**src/rtl/ext_irq_pkg.sv**
```systemverilog
package ext_irq_pkg;

  localparam int REG_W = 32;
  localparam int ADDR_W = 10;
  localparam int SENSE_W = 4;
  localparam int IDX_W = 5;

  localparam logic [ADDR_W-1:0] OFS_RAW = 10'h000;
  localparam logic [ADDR_W-1:0] OFS_EN_CLR = 10'h004;
  localparam logic [ADDR_W-1:0] OFS_EN_SET = 10'h008;
  localparam logic [ADDR_W-1:0] OFS_DETECT = 10'h100;
  localparam logic [2:0] CFG_PAGE = 3'b011;

  localparam logic [SENSE_W-1:0] SENSE_LOW = 4'h1;
  localparam logic [SENSE_W-1:0] SENSE_HIGH = 4'h2;
  localparam logic [SENSE_W-1:0] SENSE_FALL = 4'h4;
  localparam logic [SENSE_W-1:0] SENSE_RISE = 4'h8;
  localparam logic [SENSE_W-1:0] SENSE_BOTH = 4'hC;

  typedef enum logic [2:0] {
    RD_NONE,
    RD_RAW,
    RD_EN,
    RD_DET,
    RD_CFG
  } rdSel_t;

  typedef struct packed {
    logic enSetWe;
    logic enClrWe;
    logic detClrWe;
    logic cfgWe;
    logic [IDX_W-1:0] cfgIdx;
    rdSel_t rdSel;
  } regStrobe_t;

endpackage

```
**src/rtl/ext_irq_regdec.sv**
```systemverilog
module ext_irq_regdec
  import ext_irq_pkg::*;
#(
  parameter int LINES = 32
) (
  input  logic [ADDR_W-1:0] regAddr,
  input  logic              regWe,
  output regStrobe_t        strobe
);

  localparam int IDX_LO = 2;

  logic cfgHit;
  logic [IDX_W-1:0] lineIdx;

  assign lineIdx = regAddr[IDX_LO +: IDX_W];
  assign cfgHit = (regAddr[ADDR_W-1 -: 3] == CFG_PAGE) && (regAddr[1:0] == 2'b00)
                  && (32'(lineIdx) < LINES);

  always_comb begin
    strobe = '0;
    strobe.cfgIdx = lineIdx;
    strobe.rdSel = RD_NONE;
    if (cfgHit) begin
      strobe.rdSel = RD_CFG;
      strobe.cfgWe = regWe;
    end else begin
      unique case (regAddr)
        OFS_RAW:    strobe.rdSel = RD_RAW;
        OFS_EN_CLR: begin
          strobe.rdSel = RD_EN;
          strobe.enClrWe = regWe;
        end
        OFS_EN_SET: strobe.enSetWe = regWe;
        OFS_DETECT: begin
          strobe.rdSel = RD_DET;
          strobe.detClrWe = regWe;
        end
        default:    strobe.rdSel = RD_NONE;
      endcase
    end
  end

endmodule

```
**src/rtl/ext_irq_datapath.sv**
```systemverilog
module ext_irq_datapath
  import ext_irq_pkg::*;
#(
  parameter int LINES = 32
) (
  input  logic             clk,
  input  logic             rstN,
  input  regStrobe_t       strobe,
  input  logic [REG_W-1:0] regWdata,
  output logic [REG_W-1:0] regRdata,
  input  logic [LINES-1:0] irqPins,
  output logic             cpuIrq
);

  logic [LINES-1:0] syncA;
  logic [LINES-1:0] syncB;
  logic [LINES-1:0] prevB;
  logic [LINES-1:0] enMask;
  logic [LINES-1:0] detMask;
  logic [LINES-1:0] eventVec;
  logic [SENSE_W-1:0] cfgReg [LINES];

  // two-flop synchronizer plus one delayed copy for edge detection
  always_ff @(posedge clk) begin
    if (!rstN) begin
      syncA <= '0;
      syncB <= '0;
      prevB <= '0;
    end else begin
      syncA <= irqPins;
      syncB <= syncA;
      prevB <= syncB;
    end
  end

  for (genvar g = 0; g < LINES; g++) begin : g_line
    logic riseEdge;
    logic fallEdge;
    assign riseEdge = syncB[g] & ~prevB[g];
    assign fallEdge = ~syncB[g] & prevB[g];
    assign eventVec[g] = (cfgReg[g][0] & ~syncB[g]) | (cfgReg[g][1] & syncB[g])
                       | (cfgReg[g][2] & fallEdge) | (cfgReg[g][3] & riseEdge);

    always_ff @(posedge clk) begin
      if (!rstN) begin
        cfgReg[g] <= SENSE_HIGH;
      end else if (strobe.cfgWe && strobe.cfgIdx == IDX_W'(g)) begin
        cfgReg[g] <= regWdata[SENSE_W-1:0];
      end
    end

    // a rising-only line may only latch on a rising sample pair
    a_r7_rise_needs_edge: assert property (@(posedge clk) disable iff (!rstN)
      ($rose(detMask[g]) && $past(cfgReg[g]) == SENSE_RISE) |->
        ($past(syncB[g]) && !$past(prevB[g])));
  end

  always_ff @(posedge clk) begin
    if (!rstN) begin
      enMask <= '0;
      detMask <= '0;
    end else begin
      if (strobe.enSetWe) enMask <= enMask | regWdata[LINES-1:0];
      else if (strobe.enClrWe) enMask <= enMask & ~regWdata[LINES-1:0];
      // an event in the same cycle as a clear keeps the flag set
      detMask <= (strobe.detClrWe ? (detMask & ~regWdata[LINES-1:0]) : detMask) | eventVec;
    end
  end

  assign cpuIrq = |(detMask & enMask);

  always_comb begin
    unique case (strobe.rdSel)
      RD_RAW:  regRdata = REG_W'(syncB);
      RD_EN:   regRdata = REG_W'(enMask);
      RD_DET:  regRdata = REG_W'(detMask);
      RD_CFG:  regRdata = REG_W'(cfgReg[strobe.cfgIdx]);
      default: regRdata = '0;
    endcase
  end

  // set write forces every selected enable on
  a_r3_enable_set: assert property (@(posedge clk) disable iff (!rstN)
    strobe.enSetWe |=> ((enMask & $past(regWdata[LINES-1:0])) == $past(regWdata[LINES-1:0])));

  // clear write forces every selected enable off
  a_r4_enable_clear: assert property (@(posedge clk) disable iff (!rstN)
    strobe.enClrWe |=> ((enMask & $past(regWdata[LINES-1:0])) == '0));

  // nothing enabled means no request
  a_r5_quiet_when_masked: assert property (@(posedge clk) disable iff (!rstN)
    (enMask == '0) |-> !cpuIrq);

  // a sense write lands in the addressed line
  a_r6_cfg_store: assert property (@(posedge clk) disable iff (!rstN)
    strobe.cfgWe |=> (cfgReg[$past(strobe.cfgIdx)] == $past(regWdata[SENSE_W-1:0])));

endmodule

```
**src/rtl/ext_irq_ctrl.sv**
```systemverilog
module ext_irq_ctrl
  import ext_irq_pkg::*;
#(
  parameter int LINES = 32
) (
  input  logic             clk,
  input  logic             rstN,
  input  logic [9:0]       regAddr,
  input  logic             regWe,
  input  logic [31:0]      regWdata,
  output logic [31:0]      regRdata,
  input  logic [LINES-1:0] irqPins,
  output logic             cpuIrq
);

  regStrobe_t strobe;

  ext_irq_regdec #(.LINES(LINES)) u_regdec (
    .regAddr (regAddr),
    .regWe   (regWe),
    .strobe  (strobe)
  );

  ext_irq_datapath #(.LINES(LINES)) u_datapath (
    .clk      (clk),
    .rstN     (rstN),
    .strobe   (strobe),
    .regWdata (regWdata),
    .regRdata (regRdata),
    .irqPins  (irqPins),
    .cpuIrq   (cpuIrq)
  );

endmodule

```
**config.mk**
```make
export PLATFORM = sky130hd
export DESIGN_NAME = ext_irq_ctrl
export DESIGN_NICKNAME = d
export VERILOG_FILES = /design/src/rtl/ext_irq_pkg.sv /design/src/rtl/ext_irq_regdec.sv /design/src/rtl/ext_irq_datapath.sv /design/src/rtl/ext_irq_ctrl.sv
export SDC_FILE = /design/constraint.sdc
export NUM_CORES = 1
export LEC_CHECK = 0
export ABC_AREA = 1
export BUFFER_PORTS_ARGS = -buffer_cell sky130_fd_sc_hd__buf_2
export CELL_PAD_IN_SITES_DETAIL_PLACEMENT = 0
export CELL_PAD_IN_SITES_GLOBAL_PLACEMENT = 1
export CORE_ASPECT_RATIO = 0.5
export CORE_MARGIN = 2
export CORE_UTILIZATION = 48
export CTS_CLUSTER_DIAMETER = 80
export CTS_CLUSTER_SIZE = 25
export DETAILED_ROUTE_END_ITERATION = 10
export GPL_TIMING_DRIVEN = 1
export PLACE_DENSITY_LB_ADDON = 0.1
export SLEW_MARGIN = 20
export SYNTH_ARGS = -nofsm -noshare
export SYNTH_HDL_FRONTEND = slang
export SYNTH_HIERARCHICAL = 1
export SYNTH_SLANG_ARGS = --single-unit
```
**constraint.sdc**
```tcl
create_clock -name clk -period 5.2 [get_ports clk]
set_input_delay 0.78 -clock clk [delete_from_list [all_inputs] [get_ports clk]]
set_output_delay 0.78 -clock clk [all_outputs]
set_load 0.05 [all_outputs]
```
# Yosys cells after proc, flatten, opt, wreduce, memory -nomap -nowiden
# Memory sizes are Yosys's and may differ from the RTL's.
# Index checks and enable logic that the tools add are counted.
[totals]
regBits = 160
ramBits = 128
inputBits = 77
output_inout_bits = 33
word_cells = 613
mem_count = 1
[classes]
eq_ne = 39
muxes = 140
bitwise = 390
reduce_logical = 38
[mem_list]
columns = ["name", "words", "word_bits", "read_ports", "rd_ports_with_merged_regs", "write_ports", "line_no", "rtl"]
rows = [
  ["u_datapath.cfgReg", 32, 4, 33, 0, 32, "ext_irq_datapath.sv:21", "logic [SENSE_W-1:0] cfgReg [LINES];"],
]
[op_table]
columns = ["operator", "count"]
rows = [
  ["$and A1 B1 Y1", 192],
  ["$mux W4", 32],
  ["$or A1 B1 Y1", 128],
  ["$pmux W32 S4", 1],
  ["$mux W1", 101],
  ["$and A32 B32 Y32", 3],
  ["$mux W32", 3],
  ["$eq A5 B5 Y1 const B", 16],
  ["$not A1 Y1", 64],
  ["$or A32 B32 Y32", 2],
  ["$eq A5 B4 Y1 const B", 8],
  ["$logic_and A1 B1 Y1", 33],
  ["$not A32 Y32", 1],
  ["$reduce_or A32 Y1", 1],
  ["$eq A5 B3 Y1 const B", 4],
  ["$eq A10 B3 Y1 const B", 1],
  ["$eq A10 B4 Y1 const B", 1],
  ["$eq A10 B9 Y1 const B", 1],
  ["$eq A5 B2 Y1 const B", 2],
  ["$logic_not A10 Y1", 1],
  ["$eq A3 B2 Y1 const B", 3],
  ["$mux W3", 2],
  ["$pmux W2 S3", 1],
  ["$eq A5 B1 Y1 const B", 1],
  ["other kinds (5)", 5],
]

# Logic depth before layout (Yosys ltp)
# Gate-level depths: netlist of the first run.
[depth]
ltp_word = 8
depth_mapped = 14
depth_no_buf = 11

# By module
# Netlist of the first run, hierarchy kept.
[by_module_without_submodules]
columns = ["mod", "n_inst", "cells_each", "area_per_inst_um2", "seq_area_each_um2"]
rows = [
  ["ext_irq_datapath", 1, 1687, 13133.8, 7046.8],
  ["ext_irq_regdec", 1, 35, 191.4, 0.0],
]

# Least setup slack after synthesis of the first run
# No wires, ideal clock.
[synth_path]
path_kind = "input to output"
startpoint = "input port regAddr[4]"
endpoint = "output port regRdata[31]"
arrival_ns = 2.854
t_required_ns = 4.420
slack_ns = 1.566
stages = 9
n_path_buf = 0
cell_sequence = "nor2_1 -> nand2_2 -> nor2_1 -> nand2_1 -> nand2_1 -> inv_1 -> nor3_2 -> inv_1 -> o21ai_0"
[synth_lines]
columns = ["element", "line_no", "rtl"]
rows = [
  ["from (decl)", "ext_irq_ctrl.sv:8", "input logic [9:0] regAddr,"],
  ["to (decl)", "ext_irq_ctrl.sv:11", "output logic [31:0] regRdata,"],
]

==> impl_metrics.json, run 1 <==
{
  "final_core_util": 0.527,
  "place_ws_ps": 1040,
  "crit_family": "simple AND/OR/NAND/NOR gates",
  "fp-row-count": 43,
  "reg2reg_depth": 4,
  "diodes": 0,
  "cts_resized": 0,
  "critPathSlowestCell": "inv_2",
  "drive_above_1_share": 0.106,
  "setup_violations": 0,
  "synth_seq_cells": 288,
  "grt_max_degree": 77,
  "rrSetupSlack_ps": 3800,
  "synth_edf_count": 128,
  "syn_area_per_cell_sq_um": 7.74,
  "hold_path.class": "register to register",
  "combPwrFrac": 0.086,
  "drt-vias-per-instance": 5.24,
  "critPathMaxFanout": 33,
  "fin_cells": 2170,
  "drtPass1Iterations": 5,
  "nNetsFinal": 1858,
  "hpwl_mm": 28.1,
  "cp.required_ps": 4420,
  "finalCriticalPeriod_ps": 4210,
  "setup_ws_ps": 990,
  "rsz0062_at_grt": "no",
  "antenna_found_initial": 0,
  "fin_skew_ps": 12.8,
  "async_flop_share": 0,
  "ir_drop_mv": 0.216,
  "dp_cells": 2146,
  "antenna_left": 0,
  "holdBufCountCts": 0,
  "slew_violations": 0,
  "clock_power_share": 0.307,
  "clkSinkCount": 288,
  "cts-root-buf": "clkbuf_16",
  "status": "finished clean",
  "min_period_over_period": 0.810,
  "worstPathCellList": "buf_2 -> nor2_1 -> nand2_1 -> nor3_1 -> nand3_1 -> inv_2 -> a22o_1 -> a21oi_1 -> nand2_1 -> buf_2",
  "synth.top_cell.area_share": 0.288,
  "cp-startpoint": "regAddr[2]",
  "syn_nets": 1799,
  "drc_errors": 0,
  "criticalPathCategory": "primary input to output pin",
  "netlist_instances": 1722,
  "clk_pin_slew_ps": 100,
  "wl_per_cell_um": 18.2,
  "yosysWarningCount": 6,
  "dieHeight_um": 122,
  "fmax_mhz": 238,
  "nFillCells": 2711,
  "holdWs_ps": 419,
  "holdPathEnd": "u_datapath/syncB[16]",
  "area_delta_synth_final_pct": 8.64,
  "cp-end-kind": "output pin",
  "switching_share": 0.254,
  "arrival_ps": 3430,
  "seqPwrFrac": 0.606,
  "clockBufferDepth": 3,
  "routabilityCongestion": 0.906,
  "fp.coreArea_sq_um": 27500,
  "synth-seq-area-share": 0.529,
  "ios": 110,
  "synth_cell_types": 39,
  "worst-path-buf-inv": 3,
  "internal-power_uw": 3120,
  "grt_pass1_wl_mm": 59.1,
  "cts_buffers": 15,
  "num_vias": 11362,
  "drt_iter0_markers": 1062,
  "critPathMaxStageDelay_ps": 560,
  "relSlewSlack": 0.271,
  "drv_cap": 0,
  "setup_tns_ps": 0,
  "final_cell_mix": "nand2_1 (541), inv_1 (255), nor2_1 (198)",
  "synth_ff_type": "dfxtp_1",
  "grt_pass1_vias": 10485,
  "reg2reg_to": "u_datapath/detMask[24]",
  "start_util": 0.485,
  "cts_max_level": 1,
  "wirelength_mm": 39.6,
  "worst_pin_slew_ps": 1090,
  "netlist_area_sq_um": 13300,
  "worstHoldPathCells": 2,
  "synth.largest_area_cell": "edfxtp_1",
  "die-area_sq_um": 29200,
  "worst_setup_path_start_kind": "primary input",
  "die_w_um": 240,
  "final_common_cell": "nand2_1",
  "synthTopCellsByArea": "edfxtp_1 (29%), dfxtp_1 (24%), nand2_1 (15%)",
  "min_from": "u_datapath/syncA[16]",
  "powerDensity_nw_per_um2": 289,
  "hold_viol_final": 0,
  "overflow": 0,
  "reg2reg_from": "u_datapath/cfgReg[24][3]",
  "port_buffers": 109,
  "post-cts-setup-buffer-count": 0,
  "grt_use_total": 0.271,
  "leakage_uw": 0.00678,
  "clkLatencyLatePin_ps": 500,
  "tritoncts": "yes",
  "switchingPower_uw": 1060
}
-- routing by layer --
layer	vias up	wire length, um	global-route usage	part of all wire
li1	5501	-	-	-
met1	5386	18200	0.390	0.46
met2	419	17400	0.432	0.44
met3	56	2840	0.0349	0.072
met4	0	1130	0.0777	0.028
met5	-	0	0	0
-- how the worst max path moves through the flow --
stage          slack, ps           end  depth (start not counted)
6_report             990   regRdata[0]                         10
5_1_grt              790   regRdata[6]                          9
4_1_cts             1040   regRdata[1]                         10
3_5_place_dp        1040   regRdata[1]                         10
3_3_place_gp        1120   regRdata[0]                         10
2_1_floorplan       1570  regRdata[31]                          9
-- tightest hold or removal path, cell delays in order, from the launching register on --
cell and delay (ps):
dfxtp_1 320, nand2_1 40, inv_1 40
-- cells in the mapped netlist (2+ instances only) --
library cell / instances
nand2_1: 541
inv_1: 256
nor2_1: 198
dfxtp_1: 160
edfxtp_1: 128
o21ai_0: 108
a21oi_1: 78
clkbuf_1: 44
nand3_1: 30
buf_2: 19
a22oi_1: 17
nor3_2: 16
o211ai_1: 11
a21o_1: 10
inv_2: 10
nand3b_1: 10
nor2_2: 9
a221oi_1: 7
buf_4: 7
o21bai_1: 6
o32ai_1: 6
a22o_1: 5
buf_6: 5
nand2_2: 5
a31oi_1: 4
clkinv_1: 4
nor2_4: 4
nor3_1: 4
o22ai_1: 3
o31ai_1: 3
buf_1: 2
inv_4: 2
nand4_1: 2
o21a_1: 2
o21ai_1: 2
-- stage by stage --
stage	total power, uW	area [sq um]
after CTS	4200	14500
after detailed placement	2940	14100
final	4180	14500
after floorplan	2780	13300
after global routing	4340	14500
after global placement	2930	14100
-- final cells by class --
| class | count | area, sq um | share of cell area |
|---|---|---|---|
| flip-flops and latches | 288 | 7050 | 0.487 |
| multi-input cells | 1084 | 4870 | 0.337 |
| inverters | 272 | 1030 | 0.0710 |
| repair buffers | 120 | 631 | 0.0436 |
| well taps | 382 | 478 | 0.0330 |
| clock buffers | 23 | 405 | 0.0280 |
| clock inverters | 1 | 16.3 | 0.00112 |
-- power groups by stage --
stage / Combinational, uW / Clock, uW / Sequential [uW]
final: 360 / 1280 / 2530
after floorplan: 236 / 0 / 2550
after detailed placement: 357 / 0 / 2580
after CTS: 358 / 1310 / 2530
after global routing: 402 / 1390 / 2540
after global placement: 352 / 0 / 2580
-- cell families after synthesis --
group	synth area share
simple gates	0.251
buf+inv	0.106
flops	0.529
compound gates	0.114
Power figures use the tool's default switching activity.
==> run 2: changes to the inputs <==
--- a/config.mk
+++ b/config.mk
@@ -11,7 +11,7 @@
 export CELL_PAD_IN_SITES_GLOBAL_PLACEMENT = 1
 export CORE_ASPECT_RATIO = 0.5
 export CORE_MARGIN = 2
-export CORE_UTILIZATION = 48
+export CORE_UTILIZATION = 45
 export CTS_CLUSTER_DIAMETER = 80
 export CTS_CLUSTER_SIZE = 25
 export DETAILED_ROUTE_END_ITERATION = 10
==> constraint.sdc (replaced) <==
create_clock -name clk -period 4.4 [get_ports clk]
set_input_delay 0.66 -clock clk [delete_from_list [all_inputs] [get_ports clk]]
set_output_delay 0.66 -clock clk [all_outputs]
set_load 0.05 [all_outputs]
==> run 2 against run 1 <==
First-iteration DRC count is 9.1% higher. Design area is 0.47% higher. Hold slack worse by 99 ps. Wire length is 2.8% higher. Core utilization is 2.6 points lower. Critical path depth is 1 higher. Clock-buffer cell count is 1 higher.
==> impl_metrics.json, run 2 (synthesis gave the netlist of run 1 again) <==
{
  "cts_buffers": 15,
  "clkLatencyLatePin_ps": 510,
  "hpwl_mm": 28.9,
  "multiInputGateArea_sq_um": 4870,
  "wl_per_cell_um": 18.6,
  "clkSinkCount": 288,
  "final_common_cell": "nand2_1",
  "nNetsFinal": 1865,
  "cts_max_level": 1,
  "clockBufferDepth": 3,
  "leakage_uw": 0.00681,
  "grt_max_degree": 59,
  "num_vias": 11272,
  "drtPass1Iterations": 5,
  "fp-row-count": 44,
  "cts_resized": 0,
  "setup_violations": 0,
  "fin_skew_ps": 18.7,
  "nFillCells": 2941,
  "port_buffers": 109,
  "hold_path.class": "primary input to register",
  "die_w_um": 247,
  "cp-end-kind": "output pin",
  "ios": 110,
  "regArea_sq_um": 7050,
  "cp.required_ps": 3740,
  "drt_iter0_markers": 1159,
  "fmax_mhz": 278,
  "status": "finished clean",
  "relSlewSlack": 0.254,
  "final_cell_mix": "nand2_1 (541), inv_1 (255), nor2_1 (198)",
  "min_period_over_period": 0.816,
  "drt-vias-per-instance": 5.15,
  "grt_pass1_wl_mm": 61.4,
  "rsz0062_at_grt": "no",
  "dieHeight_um": 126,
  "worst_pin_slew_ps": 1120,
  "cts-root-buf": "clkbuf_16",
  "hold_viol_final": 0,
  "tritoncts": "yes",
  "setup_tns_ps": 0,
  "ir_drop_mv": 0.232,
  "antenna_left": 0,
  "reg2reg_depth": 4,
  "finalCriticalPeriod_ps": 3590,
  "routabilityCongestion": 0.885,
  "criticalPathCategory": "primary input to output pin",
  "fp.coreArea_sq_um": 29100,
  "clk_pin_slew_ps": 110,
  "grt_use_total": 0.262,
  "drc_errors": 0,
  "grt_pass1_vias": 10879,
  "drv_cap": 0,
  "diodes": 0,
  "rrSetupSlack_ps": 3090,
  "critPathMaxFanout": 26,
  "overflow": 0,
  "wirelength_mm": 40.7,
  "start_util": 0.458,
  "slew_violations": 0,
  "drive_above_1_share": 0.109,
  "dp_cells": 2162,
  "antenna_found_initial": 0,
  "die-area_sq_um": 31100,
  "fin_cells": 2187,
  "post-cts-setup-buffer-count": 0,
  "worst_setup_path_start_kind": "primary input",
  "worstHoldPathCells": 3,
  "powerDensity_nw_per_um2": 341,
  "area_delta_synth_final_pct": 9.15,
  "holdBufCountCts": 0,
  "arrival_ps": 2930
}
-- run 2: per-stage QoR --
step	hold WS (ps)	util	area (sq um)	power, uW	worst slack, ps
6_report	319	0.500	14500	4960	809
3_3_place_gp	392	0.486	14100	3480	898
3_5_place_dp	398	0.486	14100	3480	841
4_1_cts	307	0.500	14500	5000	835
2_1_floorplan	390	-	13300	3290	1010
5_1_grt	318	0.500	14500	5150	649
-- run 2: layout make-up --
cell class | instances | share of cell area
Sequential cell | 288 | 0.485
Timing Repair Buffer | 127 | 0.0470
Tap cell | 391 | 0.0336
Inverter | 272 | 0.0706
Clock inverter | 1 | 0.00112
Clock buffer | 24 | 0.0281
Multi-Input combinational cell | 1084 | 0.335
-- run 2: metal layers --
metal / global-route usage / vias to the layer above / routed length (um)
met3: 0.0420 / 58 / 3110
met5: 0 / - / 0
met2: 0.420 / 408 / 18100
met1: 0.371 / 5300 / 18400
met4: 0.0676 / 0 / 1070
li1: - / 5506 / -
-- run 2: final timing paths --
path                            startpoint                endpoint
hold reg to reg       u_datapath/syncA[21]    u_datapath/syncB[21]
hold / removal                 irqPins[17]    u_datapath/syncA[17]
setup / recovery                regAddr[3]             regRdata[0]
setup reg to reg  u_datapath/cfgReg[24][3]  u_datapath/detMask[24]
-- run 2: critical path, cell delays in order --
cell     delay [ps]
buf_2           230
nor2_1          150
nand2_1          90
nor3_1          490
nand3_1         140
buf_4           200
inv_2           390
a22o_1          200
a21oi_1          40
nand2_1          70
buf_2           260
-- run 2: where the power goes --
part | leakage [uW] | switching [uW] | internal (uW)
logic | 0.00406 | 314 | 125
registers | 0.00255 | 82.9 | 2910
clock network | 0.000202 | 880 | 656
==> run 3: changes to the inputs <==
==> constraint.sdc (replaced) <==
create_clock -name clk -period 3.8 [get_ports clk]
set_input_delay 0.57 -clock clk [delete_from_list [all_inputs] [get_ports clk]]
set_output_delay 0.57 -clock clk [all_outputs]
set_load 0.05 [all_outputs]
==> run 3 against run 2 <==
Clock power grew 15%. Highest routed layer unchanged. Critical endpoint is now regRdata[6]. Register-to-register slack lost 660 ps. Die area is the same. Core utilization grew 0.20 points. Design area grew 0.40%. Clock-buffer cell count is the same.
==> impl_metrics.json, run 3 (synthesis gave the netlist of run 1 again) <==
{
  "relSlewSlack": 0.243,
  "hold_path.class": "primary input to register",
  "worstHoldPathCells": 3,
  "arrival_ps": 2770,
  "start_util": 0.458,
  "port_buffers": 109,
  "cp.required_ps": 3230,
  "critPathMaxStageDelay_ps": 480,
  "powerDensity_nw_per_um2": 393,
  "reg2reg_depth": 4,
  "fp.coreArea_sq_um": 29100,
  "hpwl_mm": 29.2,
  "antenna_found_initial": 0,
  "criticalPathCategory": "primary input to output pin",
  "reg2reg_to": "u_datapath/detMask[24]",
  "critPathSlowestCell": "inv_2",
  "final_common_cell": "nand2_1",
  "cts_max_level": 1,
  "crit_family": "buffers and inverters",
  "fmax_mhz": 299,
  "cp-end-kind": "output pin",
  "setup_violations": 0,
  "min_from": "irqPins[17]",
  "fp-row-count": 44,
  "critPathMaxFanout": 26,
  "grt_pass1_vias": 10930,
  "hold_viol_final": 0,
  "setup_ws_ps": 456,
  "cts_resized": 0,
  "crit_top_cell": "buf_2",
  "cts_buffers": 15,
  "worst_setup_path_start_kind": "primary input",
  "finalCriticalPeriod_ps": 3340,
  "fin_skew_ps": 27.9,
  "die_w_um": 247,
  "ir_drop_mv": 0.317,
  "finalPower_uw": 5740,
  "drt-vias-per-instance": 5.17,
  "rsz0062_at_grt": "no",
  "final_cell_mix": "nand2_1 (541), inv_1 (254), nor2_1 (198)",
  "clkLatencyLatePin_ps": 510,
  "clk_pin_slew_ps": 110,
  "worst-path-buf-inv": 3,
  "wl_per_cell_um": 18.5,
  "antenna_left": 0,
  "drc_errors": 0,
  "grt_use_total": 0.263,
  "setup_tns_ps": 0,
  "post-cts-setup-buffer-count": 0,
  "drv_cap": 0,
  "worst_pin_slew_ps": 1130,
  "place_ws_ps": 459,
  "dieHeight_um": 126,
  "wirelength_mm": 40.5,
  "holdPathEnd": "u_datapath/syncA[17]",
  "area_delta_synth_final_pct": 9.58,
  "num_vias": 11343,
  "reg2reg_from": "u_datapath/cfgReg[24][3]",
  "overflow": 0,
  "slew_violations": 0,
  "clockBufferDepth": 3,
  "routabilityCongestion": 0.891,
  "grt_max_degree": 64,
  "status": "finished clean",
  "die-area_sq_um": 31100,
  "grt_pass1_wl_mm": 61.8,
  "leakage_uw": 0.00683,
  "holdBufCountCts": 0,
  "drive_above_1_share": 0.109,
  "drtPass1Iterations": 6,
  "clkSinkCount": 288,
  "nNetsFinal": 1869,
  "worstPathCellList": "buf_2 -> nor2_1 -> nand2_1 -> nor3_1 -> nand3_1 -> inv_2 -> a22oi_1 -> o21ai_0 -> buf_2",
  "cts-root-buf": "clkbuf_16",
  "tritoncts": "yes",
  "ios": 110,
  "min_period_over_period": 0.880,
  "drt_iter0_markers": 932,
  "rrSetupSlack_ps": 2430
}
[run 3: cell types whose count changed in the layout (fill, tap and decap cells not counted), sizes merged]
cell and change:
diode +1, buf +4, inv -4, clkinv +4
[run 3: metal layers]
layer  wire, um  vias to the layer above  global-route usage
met3       2370                       53              0.0320
met4       1130                        0              0.0733
met1      18900                     5403               0.382
met5          0                        -                   0
li1           -                     5524                   -
met2      18100                      363               0.414
[run 3: how the worst max path moves through the flow]
| stage | cells after the start | slack (ps) | start | endpoint |
|---|---|---|---|---|
| CTS | 9 | 480 | regAddr[2] | regRdata[7] |
| detailed placement | 9 | 460 | regAddr[2] | regRdata[7] |
| global placement | 10 | 610 | regAddr[6] | regRdata[1] |
| floorplan | 9 | 590 | regAddr[4] | regRdata[31] |
| finish | 9 | 460 | regAddr[2] | regRdata[6] |
| global route | 9 | 260 | regAddr[2] | regRdata[7] |
[run 3: metrics by stage]
| step | std cells | area, sq um | hold WS (ps) | util |
|---|---|---|---|---|
| floorplan | 1722 | 13300 | 390 | - |
| global placement | 2166 | 14200 | 394 | 0.488 |
| detailed placement | 2166 | 14200 | 398 | 0.488 |
| CTS | 2191 | 14600 | 225 | 0.502 |
| global route | 2191 | 14600 | 230 | 0.502 |
| finish | 2192 | 14600 | 236 | 0.502 |
[run 3: worst register-to-register path, cell delays in order (launching register included)]
cell and delay, ps:
edfxtp_1 440, inv_1 80, nor2_1 40, o32ai_1 560
a21oi_1 130
[run 3: area by class of cell]
class / instances / area [sq um]
fill: 2881 / 14500
sequential: 288 / 7050
multi-input combinational: 1084 / 4870
inverter: 272 / 1030
timing repair buffer: 131 / 738
tap: 391 / 489
clock buffer: 24 / 409
clock inverter: 1 / 16.3
antenna: 1 / 2.50
[run 3: power breakdown]
group / switching [uW] / internal [uW] / leakage [uW] / total [uW]
clock network: 1010 / 760 / 0.000202 / 1770
logic: 363 / 151 / 0.00408 / 514
registers: 95.3 / 3370 / 0.00255 / 3460
total: 1460 / 4280 / 0.00683 / 5740
